`config.mk`:
```
export PLATFORM = sky130hd
export DESIGN_NAME = keylock_seq
export DESIGN_NICKNAME = d
export VERILOG_FILES = /design/src/rtl/kl_pkg.sv /design/src/rtl/kl_timer.sv /design/src/rtl/kl_classify.sv /design/src/rtl/kl_ctrl.sv /design/src/rtl/keylock_seq.sv
export SDC_FILE = /design/constraint.sdc
export NUM_CORES = 1
export LEC_CHECK = 0
export BUFFER_PORTS_ARGS = -buffer_cell sky130_fd_sc_hd__buf_4
export CORE_MARGIN = 2
export CORE_UTILIZATION = 29
export DETAILED_ROUTE_END_ITERATION = 7
export GPL_ROUTABILITY_DRIVEN = 1
export SYNTH_ARGS = -nofsm -noshare
export SYNTH_HDL_FRONTEND = slang
export SYNTH_SLANG_ARGS = --single-unit
```
`constraint.sdc`:
```
create_clock -name clk -period 3.1 [get_ports clk]
set_clock_uncertainty 0.1 [all_clocks]
set_input_delay 0.31 -clock clk [delete_from_list [all_inputs] [get_ports clk]]
set_output_delay 0.31 -clock clk [all_outputs]
set_load 0.02 [all_outputs]
```
`src/rtl/kl_pkg.sv`:
```
package kl_pkg;
  typedef enum logic [1:0] {
    KL_OPEN  = 2'd0,
    KL_SEEK1 = 2'd1,
    KL_SEEK2 = 2'd2
  } kl_state_e;
endpackage

```
`src/rtl/kl_timer.sv`:
```
// Down-counter clocked by a slow step input. A count of zero means idle,
// so loading zero leaves the timer idle and it never expires.
module kl_timer #(
  parameter int W = 5
) (
  input  logic         clk,
  input  logic         rst_n,
  input  logic         load,
  input  logic         clear,
  input  logic         step,
  input  logic [W-1:0] load_val,
  output logic         expire
);
  localparam logic [W-1:0] ONE = W'(1);

  logic [W-1:0] cnt;

  always_ff @(posedge clk or negedge rst_n) begin
    if (!rst_n)                  cnt <= '0;
    else if (load)               cnt <= load_val;
    else if (clear)              cnt <= '0;
    else if (step && cnt != '0)  cnt <= cnt - ONE;
  end

  assign expire = step && !load && !clear && (cnt == ONE);
endmodule

```
`src/rtl/kl_classify.sv`:
```
// Decodes one event code: press flag, input-event range, unlock code hits.
module kl_classify #(
  parameter int CODE_W    = 8,
  parameter int GPI_FIRST = 97,
  parameter int GPI_LAST  = 114
) (
  input  logic [CODE_W-1:0] ev_data,
  input  logic [CODE_W-1:0] u1_code,
  input  logic [CODE_W-1:0] u2_code,
  output logic              is_press,
  output logic              is_gpi,
  output logic [1:0]        hit
);
  localparam int KEY_W = CODE_W - 1;

  logic [CODE_W-1:0] codes [2];
  logic [KEY_W-1:0]  key;

  assign codes[0] = u1_code;
  assign codes[1] = u2_code;
  assign key      = ev_data[KEY_W-1:0];
  assign is_press = ev_data[CODE_W-1];
  assign is_gpi   = (key >= KEY_W'(GPI_FIRST)) && (key <= KEY_W'(GPI_LAST));

  for (genvar g = 0; g < 2; g++) begin : g_hit
    assign hit[g] = is_press && (ev_data == codes[g]);
  end
endmodule

```
`src/rtl/kl_ctrl.sv`:
```
// Lock state machine: wake request, two-step matching, timer control.
module kl_ctrl
  import kl_pkg::*;
(
  input  logic      clk,
  input  logic      rst_n,
  input  logic      lock_set,
  input  logic      lock_int_clr,
  input  logic      press,
  input  logic [1:0] hit,
  input  logic      mask_nz,
  input  logic      mask_exp,
  input  logic      win_exp,
  output kl_state_e st,
  output logic      ke_int_req,
  output logic      lock_int_stat,
  output logic      mask_load,
  output logic      mask_clr,
  output logic      win_load,
  output logic      win_clr
);
  kl_state_e st_n;
  logic      woken, woken_n, ke_n, unlock;

  always_comb begin
    st_n      = st;
    woken_n   = woken;
    ke_n      = 1'b0;
    unlock    = 1'b0;
    mask_load = 1'b0;
    mask_clr  = 1'b0;
    win_load  = 1'b0;
    win_clr   = 1'b0;
    if (st == KL_OPEN) begin
      if (lock_set) begin
        st_n     = KL_SEEK1;
        woken_n  = 1'b0;
        mask_clr = 1'b1;
        win_clr  = 1'b1;
      end
    end else if (press) begin
      if (mask_nz && !woken) begin
        ke_n      = 1'b1;
        woken_n   = 1'b1;
        mask_load = 1'b1;
      end
      if (st == KL_SEEK2 && hit[1]) begin
        st_n      = KL_OPEN;
        unlock    = 1'b1;
        ke_n      = 1'b0;
        woken_n   = 1'b0;
        mask_load = 1'b0;
        mask_clr  = 1'b1;
        win_clr   = 1'b1;
      end else if (hit[0]) begin
        st_n     = KL_SEEK2;
        win_load = 1'b1;
      end else begin
        st_n    = KL_SEEK1;
        win_clr = 1'b1;
      end
    end else if (mask_exp) begin
      st_n    = KL_SEEK1;
      woken_n = 1'b0;
      win_clr = 1'b1;
    end else if (win_exp && st == KL_SEEK2) begin
      st_n = KL_SEEK1;
    end
  end

  always_ff @(posedge clk or negedge rst_n) begin
    if (!rst_n) begin
      st            <= KL_OPEN;
      woken         <= 1'b0;
      ke_int_req    <= 1'b0;
      lock_int_stat <= 1'b0;
    end else begin
      st         <= st_n;
      woken      <= woken_n;
      ke_int_req <= ke_n;
      if (unlock)            lock_int_stat <= 1'b1;
      else if (lock_int_clr) lock_int_stat <= 1'b0;
    end
  end
endmodule

```
`src/rtl/keylock_seq.sv`:
```
module keylock_seq
  import kl_pkg::*;
#(
  parameter int CODE_W    = 8,
  parameter int MASK_W    = 5,
  parameter int WIN_W     = 3,
  parameter int GPI_FIRST = 97,
  parameter int GPI_LAST  = 114
) (
  input  logic                    clk,
  input  logic                    rst_n,
  input  logic                    tick,
  input  logic                    lock_set,
  input  logic                    lock_int_clr,
  input  logic [CODE_W-1:0]       u1_code,
  input  logic [CODE_W-1:0]       u2_code,
  input  logic [MASK_W+WIN_W-1:0] tmr_cfg,
  input  logic                    lk_irq_mask,
  input  logic                    gpi_lock_cfg,
  input  logic                    ev_valid,
  output logic                    ev_ready,
  input  logic [CODE_W-1:0]       ev_data,
  output logic                    rec_valid,
  input  logic                    rec_ready,
  output logic [CODE_W-1:0]       rec_data,
  output logic                    ke_int_req,
  output logic                    lock_int_stat,
  output logic                    lock_irq,
  output logic [1:0]              lck_stat,
  output logic                    gpi_gate
);
  localparam int CFG_W = MASK_W + WIN_W;

  logic [MASK_W-1:0] mask_val;
  logic [WIN_W-1:0]  win_val;
  logic              is_press, is_gpi, locked, pass, acc, step;
  logic [1:0]        hit;
  logic              mask_load, mask_clr, win_load, win_clr, mask_exp, win_exp;
  kl_state_e         st;

  assign mask_val = tmr_cfg[MASK_W-1:0];
  assign win_val  = tmr_cfg[CFG_W-1:MASK_W];

  kl_classify #(.CODE_W(CODE_W), .GPI_FIRST(GPI_FIRST), .GPI_LAST(GPI_LAST)) u_cls (
    .ev_data (ev_data),
    .u1_code (u1_code),
    .u2_code (u2_code),
    .is_press(is_press),
    .is_gpi  (is_gpi),
    .hit     (hit)
  );

  assign locked    = (st != KL_OPEN);
  assign pass      = !locked || (is_gpi && !gpi_lock_cfg);
  assign ev_ready  = pass ? rec_ready : 1'b1;
  assign rec_valid = ev_valid && pass;
  assign rec_data  = ev_data;
  assign acc       = ev_valid && ev_ready;
  assign step      = tick && !acc;

  kl_timer #(.W(MASK_W)) u_mask_tmr (
    .clk(clk), .rst_n(rst_n), .load(mask_load), .clear(mask_clr),
    .step(step), .load_val(mask_val), .expire(mask_exp)
  );

  kl_timer #(.W(WIN_W)) u_win_tmr (
    .clk(clk), .rst_n(rst_n), .load(win_load), .clear(win_clr),
    .step(step), .load_val(win_val), .expire(win_exp)
  );

  kl_ctrl u_ctrl (
    .clk          (clk),
    .rst_n        (rst_n),
    .lock_set     (lock_set),
    .lock_int_clr (lock_int_clr),
    .press        (acc && is_press),
    .hit          (hit),
    .mask_nz      (mask_val != '0),
    .mask_exp     (mask_exp),
    .win_exp      (win_exp),
    .st           (st),
    .ke_int_req   (ke_int_req),
    .lock_int_stat(lock_int_stat),
    .mask_load    (mask_load),
    .mask_clr     (mask_clr),
    .win_load     (win_load),
    .win_clr      (win_clr)
  );

  assign lock_irq = lock_int_stat && lk_irq_mask;
  assign lck_stat = {locked, st == KL_SEEK1};
  assign gpi_gate = locked && gpi_lock_cfg;
endmodule

```
* Yosys cells after proc, flatten, opt, wreduce, memory -nomap -nowiden
Index checks and enable logic that the tools add are counted.
** Word-level totals
- Register bits after elaboration :: 13
** Cells by class
- $add $sub $neg :: 2
- Order comparisons :: 2
- Eq/ne operators :: 8
- Mux-type cells :: 40
- Reduce and logical (&&, ||, !) cells :: 42
** Operators with widths (count)
- two-way mux 1 bit :: 27
- logical AND 1 bit :: 21
- equality test 8 bit :: 2
- two-way mux 5 bit :: 3
- two-way mux 2 bit :: 7
- nonzero test 3 bit :: 4
- nonzero test 5 bit :: 2
- two-way mux 3 bit :: 3
- zero test 1 bit :: 8
- greater-or-equal comparator 7 bit, second input constant :: 1
- <= comparator 7 bit, second input constant :: 1
- equality test 5 x 1 -> 1 bit, second input constant :: 1
- subtractor 5 x 1 -> 5 bit, second input constant :: 1
- != test 4 bit, second input constant :: 1
- nonzero test 2 bit :: 2
- nonzero test 4 bit :: 1
- equality test 3 x 1 -> 1 bit, second input constant :: 1
- AND reduction 3 bit :: 1
- subtractor 3 x 1 -> 3 bit, second input constant :: 1
- equality test 2 x 1 -> 1 bit, second input constant :: 1
- equality test 2 bit, second input constant :: 1
- zero test 2 bit :: 1
- != test 2 bit, second input constant :: 1
- AND reduction 2 bit :: 1
- logical OR 1 bit :: 1

* Logic depth before layout (Yosys ltp)
- Word-level depth :: 24
- Depth in mapped cells :: 8
- Gate-level depth less buffers :: 6

* Modules after synthesis
A second synthesis with hierarchy kept.
** Second synthesis, totals
- Cell total of the unflattened synthesis :: 141
- Area total of the unflattened synthesis :: 1208.7 um2
** By module, submodules not included
- kl_timer at u_mask_tmr :: instances 1, cells an instance 39, area an instance 329.1 um2
- kl_ctrl :: instances 1, cells an instance 32, area an instance 286.5 um2
- kl_timer at u_win_tmr :: instances 1, cells an instance 23, area an instance 225.2 um2
- kl_classify :: instances 1, cells an instance 25, area an instance 200.2 um2
- keylock_seq :: instances 1, cells an instance 22, area an instance 167.7 um2

* Worst setup path before layout
Ideal clock, no wire load.
- Path kind :: flip-flop to flip-flop
- Start point :: register u_ctrl.st[0]
- End point :: register u_mask_tmr.cnt[4]
- Arrival time :: 2.013 ns
- Data required time :: 2.933 ns
- Slack :: 0.920 ns
- Cell stages (with the launch flop) :: 8
- Path through :: dfrtp_1 > nor2b_1 > nand4_1 > or4_1 > and3_4 > buf_6 > a211oi_4 > a32o_1
** On the way
- Elaborated cells on any way between the ends :: 21
** RTL lines
- from (decl) :: line kl_ctrl.sv:14 : output kl_state_e st,
- from (signal assigned) :: line kl_ctrl.sv:78 : st <= st_n;
- nonzero test 2 bit :: line keylock_seq.sv:53 : assign locked = (st != KL_OPEN);
- zero test 1 bit :: line keylock_seq.sv:54 : assign pass = !locked || (is_gpi && !gpi_lock_cfg);
- logical OR 1 bit :: line keylock_seq.sv:54
- two-way mux 1 bit :: line keylock_seq.sv:55 : assign ev_ready = pass ? rec_ready : 1'b1;
- logical AND 1 bit :: line keylock_seq.sv:58 : assign acc = ev_valid && ev_ready;
- logical AND 1 bit :: line keylock_seq.sv:76 : .press (acc && is_press),
- two-way mux 1 bit :: line kl_ctrl.sv:41 : end else if (press) begin
- two-way mux 1 bit * :: line kl_ctrl.sv:34 : if (st == KL_OPEN) begin
- net mask_load :: line keylock_seq.sv:38 : logic mask_load, mask_clr, win_load, win_clr, mask_exp, win_exp;
- nonzero test 3 bit (no line) or two-way mux 5 bit (tied branches)
- to (signal assigned) :: line kl_timer.sv:20 : else if (load) cnt <= load_val;
- to (signal assigned) :: line kl_timer.sv:22 : else if (step && cnt != '0) cnt <= cnt - ONE;
- to (decl) :: line kl_timer.sv:16 : logic [W-1:0] cnt;
The timed path passes the listed nets; every way through them passes the cells marked *.
A chain may end at the register's enable or synchronous reset.

* Worst setup path in the final report
- Start point :: register u_ctrl.st[1]
- End point :: output port ev_ready
** On the way
- Longest elaborated chain between the ends :: 4
** RTL lines
- nonzero test 2 bit :: line keylock_seq.sv:53
- zero test 1 bit :: line keylock_seq.sv:54
- logical OR 1 bit :: line keylock_seq.sv:54
- two-way mux 1 bit :: line keylock_seq.sv:55
- to (decl) :: line keylock_seq.sv:21 : output logic ev_ready,
Every way passes these cells.

==> summary.md <==
| Metric | Value |
|---|---|
| Status | finished, final reports clean |
| Chip Width | approximately 70 microns |
| CP startpoint kind | flop |
| Vias in the first global route | 1176 |
| CP Data Required Time | around 2.7 ns |
| Synth Area in Adders | under 10% |
| Max Fclk | 0.425 GHz |
| Fraction of layout cells with a size suffix above 1 | a little over a third |
| Worst Path Max Fanout | 8 |
| Hold_sp | lock_int_clr |
| R2r setup slk | 0.77 ns |
| Worst-margin pin slew | slightly above 0.7 ns |
| Clock-pin slew of the registers on the worst-case setup and hold paths | roughly 0.06 ns |
| Mapped cell area | approximately 1200 sq um |
| Mux cell area share after synthesis | 1.82% |
| MaxCap Viol Count | 0 |
| Final instance area | ~1700 sq um |
| DR vias/cell | 5.03 |
| Routability Congestion | between 0.8 and 0.9 |
| Compound-Gate Fraction of Synth Area | between 20% and 30% |
| Per-cell routed wire length | around 13 microns |
| Post-Place Cell Area | 1640 sq um |
| Most frequent cells in the layout | buf_4, dfrtp_1, xnor2_1, nand2_1, nor2_1 |
| Cells after synthesis | 145 |
| PD cells | about 430 nW/um^2 |
| Post-synthesis xor/xnor area fraction | 10.6% |
| Maximum vdd ir drop | 0.141 mV |
| Die height | between 60 and 70 microns |
| Total die area | approximately 4800 sq um |
| Main combinational cell family by area after synthesis | simple AND/OR/NAND/NOR gates |
| Simple-gate area share of the yosys netlist | 24.4% |
| Fin nets | approximately 240 |
| Worst Hold Path Cells | 2 |
| Routed Antenna Nets | 0 |
| Setup TNS | 0 ns |
| Seq cells post-synth | 13 |
| Worst EP arrival | roughly 1.9 ns |
| # diodes | 0 |
| I/O pin count | 57 |
| Top_reg_cell synth | dfrtp_1 |
| Via count | around 1200 |
| DRT iter0 DRCs | between 50 and 60 |
| Pre-CTS setup slack | approximately 0.70 ns |
| Residual DRC | 0 |
| Total Power | just over 700 uW |
| Hold endpoint | u_ctrl.lock_int_stat |
| CTS Sinks | 13 |
| Largest net degree at the start of global routing | 14 |
| Clk Latency, worst-skew pair | about 0.25 ns |
| Final period util | between 70 and 80% |
| Pins over their slew limit | 0 |
| DP Cell Count | between 200 and 250 |
| Critical Path Sink Type | primary output |
| First-pass GRT wire length | 5.02 mm |
| Cell family with most CP delay | simple AND/OR/NAND/NOR gates |
| Tot GR Track Use | 12.7% |
| Setup Viol. Count Final | 0 |
| CP bufs+invs | 2 |
| Initial antenna violation count | 0 |
| Worst path slowest cell | dfrtp_1 |
| Core area | roughly 4000 sq um |
| Cells on worst reg2reg path | 6 |
| Fin cells | 246 |
| Delay of the slowest cell on the worst path | ~0.46 ns |
| Final Hold Fails | 0 |
| Reg-to-Reg Start | u_ctrl.st[0] |
| Htree depth | 1 |
| Crit path time final | roughly 2.4 ns |
| Leakage | approximately 0.75 nW |
| TritonCTS clock tree | yes |
| Port bufs | 56 |
| Hold_buf cts | 1 |
| Crit Path Class | reg -> out |
| Area occupied by multi-input gates | 795 sq um |
| Sequential-to-total area share from yosys stat | approximately a quarter |
| Root Buffer | clkbuf_8 |
| PnR worst setup slack | 0.748 ns |
| HP Class | in -> reg |
| DR pass1 iterations | 4 |
| Syn Nets | 191 |
| CTS buffer count | 3 |
| Initial Util | a little under a third |
| Crit path cell chain | nor2_1 -> inv_1 -> and2_1 -> or2_2 -> buf_4 |
| Storage cell area | between 300 and 400 sq um |
| Synth async-reset ratio | 100% |
| Post-cts resize count | 0 |
| Max transition margin | approximately 53% |
| Distinct cells, synth | 46 |
| RSZ-0062 raised after global routing | false |
| Post-DP HPWL | ~2.6 mm |
| # Post-CTS Setup Buffers | 0 |
| Most common cell after layout, fill and taps aside | buf_4 |
| Row cnt | 23 |
| Post-synth EDFFs | 0 |
| Fill count | 423 |
| Grt total ovfl | 0 |
| Avg Inst Size Synth | 8.52 sq um |
| Synthesis-to-finish area growth | 37.6% |
| Warnings from Yosys | 0 |
| Routed Wire Length | around 3.1 mm |
| RR Endpoint | u_mask_tmr.cnt[4] |
| Clk buf depth | 2 |
==> cell usage after synthesis, types with 2 or more instances <==
cell	number	area, sq um
o31ai_1	3	22.5
o21ai_0	6	30.0
nand2_1	11	41.3
and3_1	2	12.5
xnor2_1	11	96.3
nor2_1	8	30.0
nand3_1	3	15.0
a31oi_1	3	18.8
a21oi_1	4	20.0
nand2b_1	2	12.5
a2bb2oi_1	2	17.5
ha_1	5	62.6
or4_1	3	22.5
and2_1	4	25.0
a31o_2	2	17.5
xor2_1	4	35.0
a22o_1	2	17.5
inv_1	7	26.3
buf_4	9	67.6
a32o_1	2	20.0
mux2_2	2	22.5
a221o_1	2	20.0
nand4_1	3	18.8
nor3_1	6	30.0
buf_2	2	10.0
dfrtp_1	13	325
nor2b_1	5	31.3
==> final cells by class <==
cell class,instances,share of cell area [%]
clock buffer,4,2.65
inverter,7,1.55
multi-input combinational,113,46.8
sequential,13,19.1
tap,50,3.68
timing repair buffer,59,26.2
==> worst register-to-register path: stages (launching register included) <==
cell and delay, ns:
dfrtp_1 0.45, nor2b_1 0.14, nand4_1 0.13, or4_1 0.64
and3_4 0.27, a211oi_4 0.31, a32o_1 0.21
==> how the worst max path moves through the flow <==
stage	from	to	cells past startpoint
after floorplan	u_ctrl.st[0]	u_mask_tmr.cnt[4]	7
after global placement	ev_data[0]	u_ctrl.woken	8
after detailed placement	ev_data[2]	u_win_tmr.cnt[0]	6
after CTS	u_ctrl.st[1]	ev_ready	5
after global routing	u_ctrl.st[1]	u_win_tmr.cnt[1]	6
final	u_ctrl.st[1]	ev_ready	5
==> report_power, final <==
part	switching, mW	internal, mW
Clock	0.0603	0.0908
Sequential	0.0399	0.215
Combinational	0.154	0.163
==> logic make-up (layout without fill, tap and decap cells) <==
logic type / after synthesis / in the layout
DFF: 13 / 13
buffers and inverters: 19 / 70
xor gates and xnor gates: 15 / 15
AOI/OAI and AO/OA: 36 / 36
and+or+nand+nor: 55 / 55
muxes: 2 / 2
adders and majority gates: 5 / 5
==> metal layers <==
metal / routed length (microns) / global-route usage (%) / vias up / part of all wire (%)
met1: 1400 / 16.3 / 560 / 45
met3: 259 / 3.05 / 4 / 8.3
met4: 34 / 4.58 / 0 / 1.1
met2: 1440 / 20.7 / 54 / 46
li1: - / - / 619 / -
met5: 0 / 0 / - / 0
==> state kept, by name (all words and copies together) (netlist names) <==
signal and count:
u_ctrl.woken 1, u_win_tmr.cnt 3, u_ctrl.ke_int_req 1, u_ctrl.lock_int_stat 1, u_ctrl.st 2, u_mask_tmr.cnt 5
==> metrics by stage <==
stage | utilization, % | hold slack, ns
6_report | 41.9 | 0.154
3_5_place_dp | 40.5 | 0.0659
5_1_grt | 41.9 | 0.152
2_1_floorplan | - | -0.0856
4_1_cts | 41.9 | 0.149
3_3_place_gp | 40.5 | 0.0658
(Power assumes the default switching activity.)
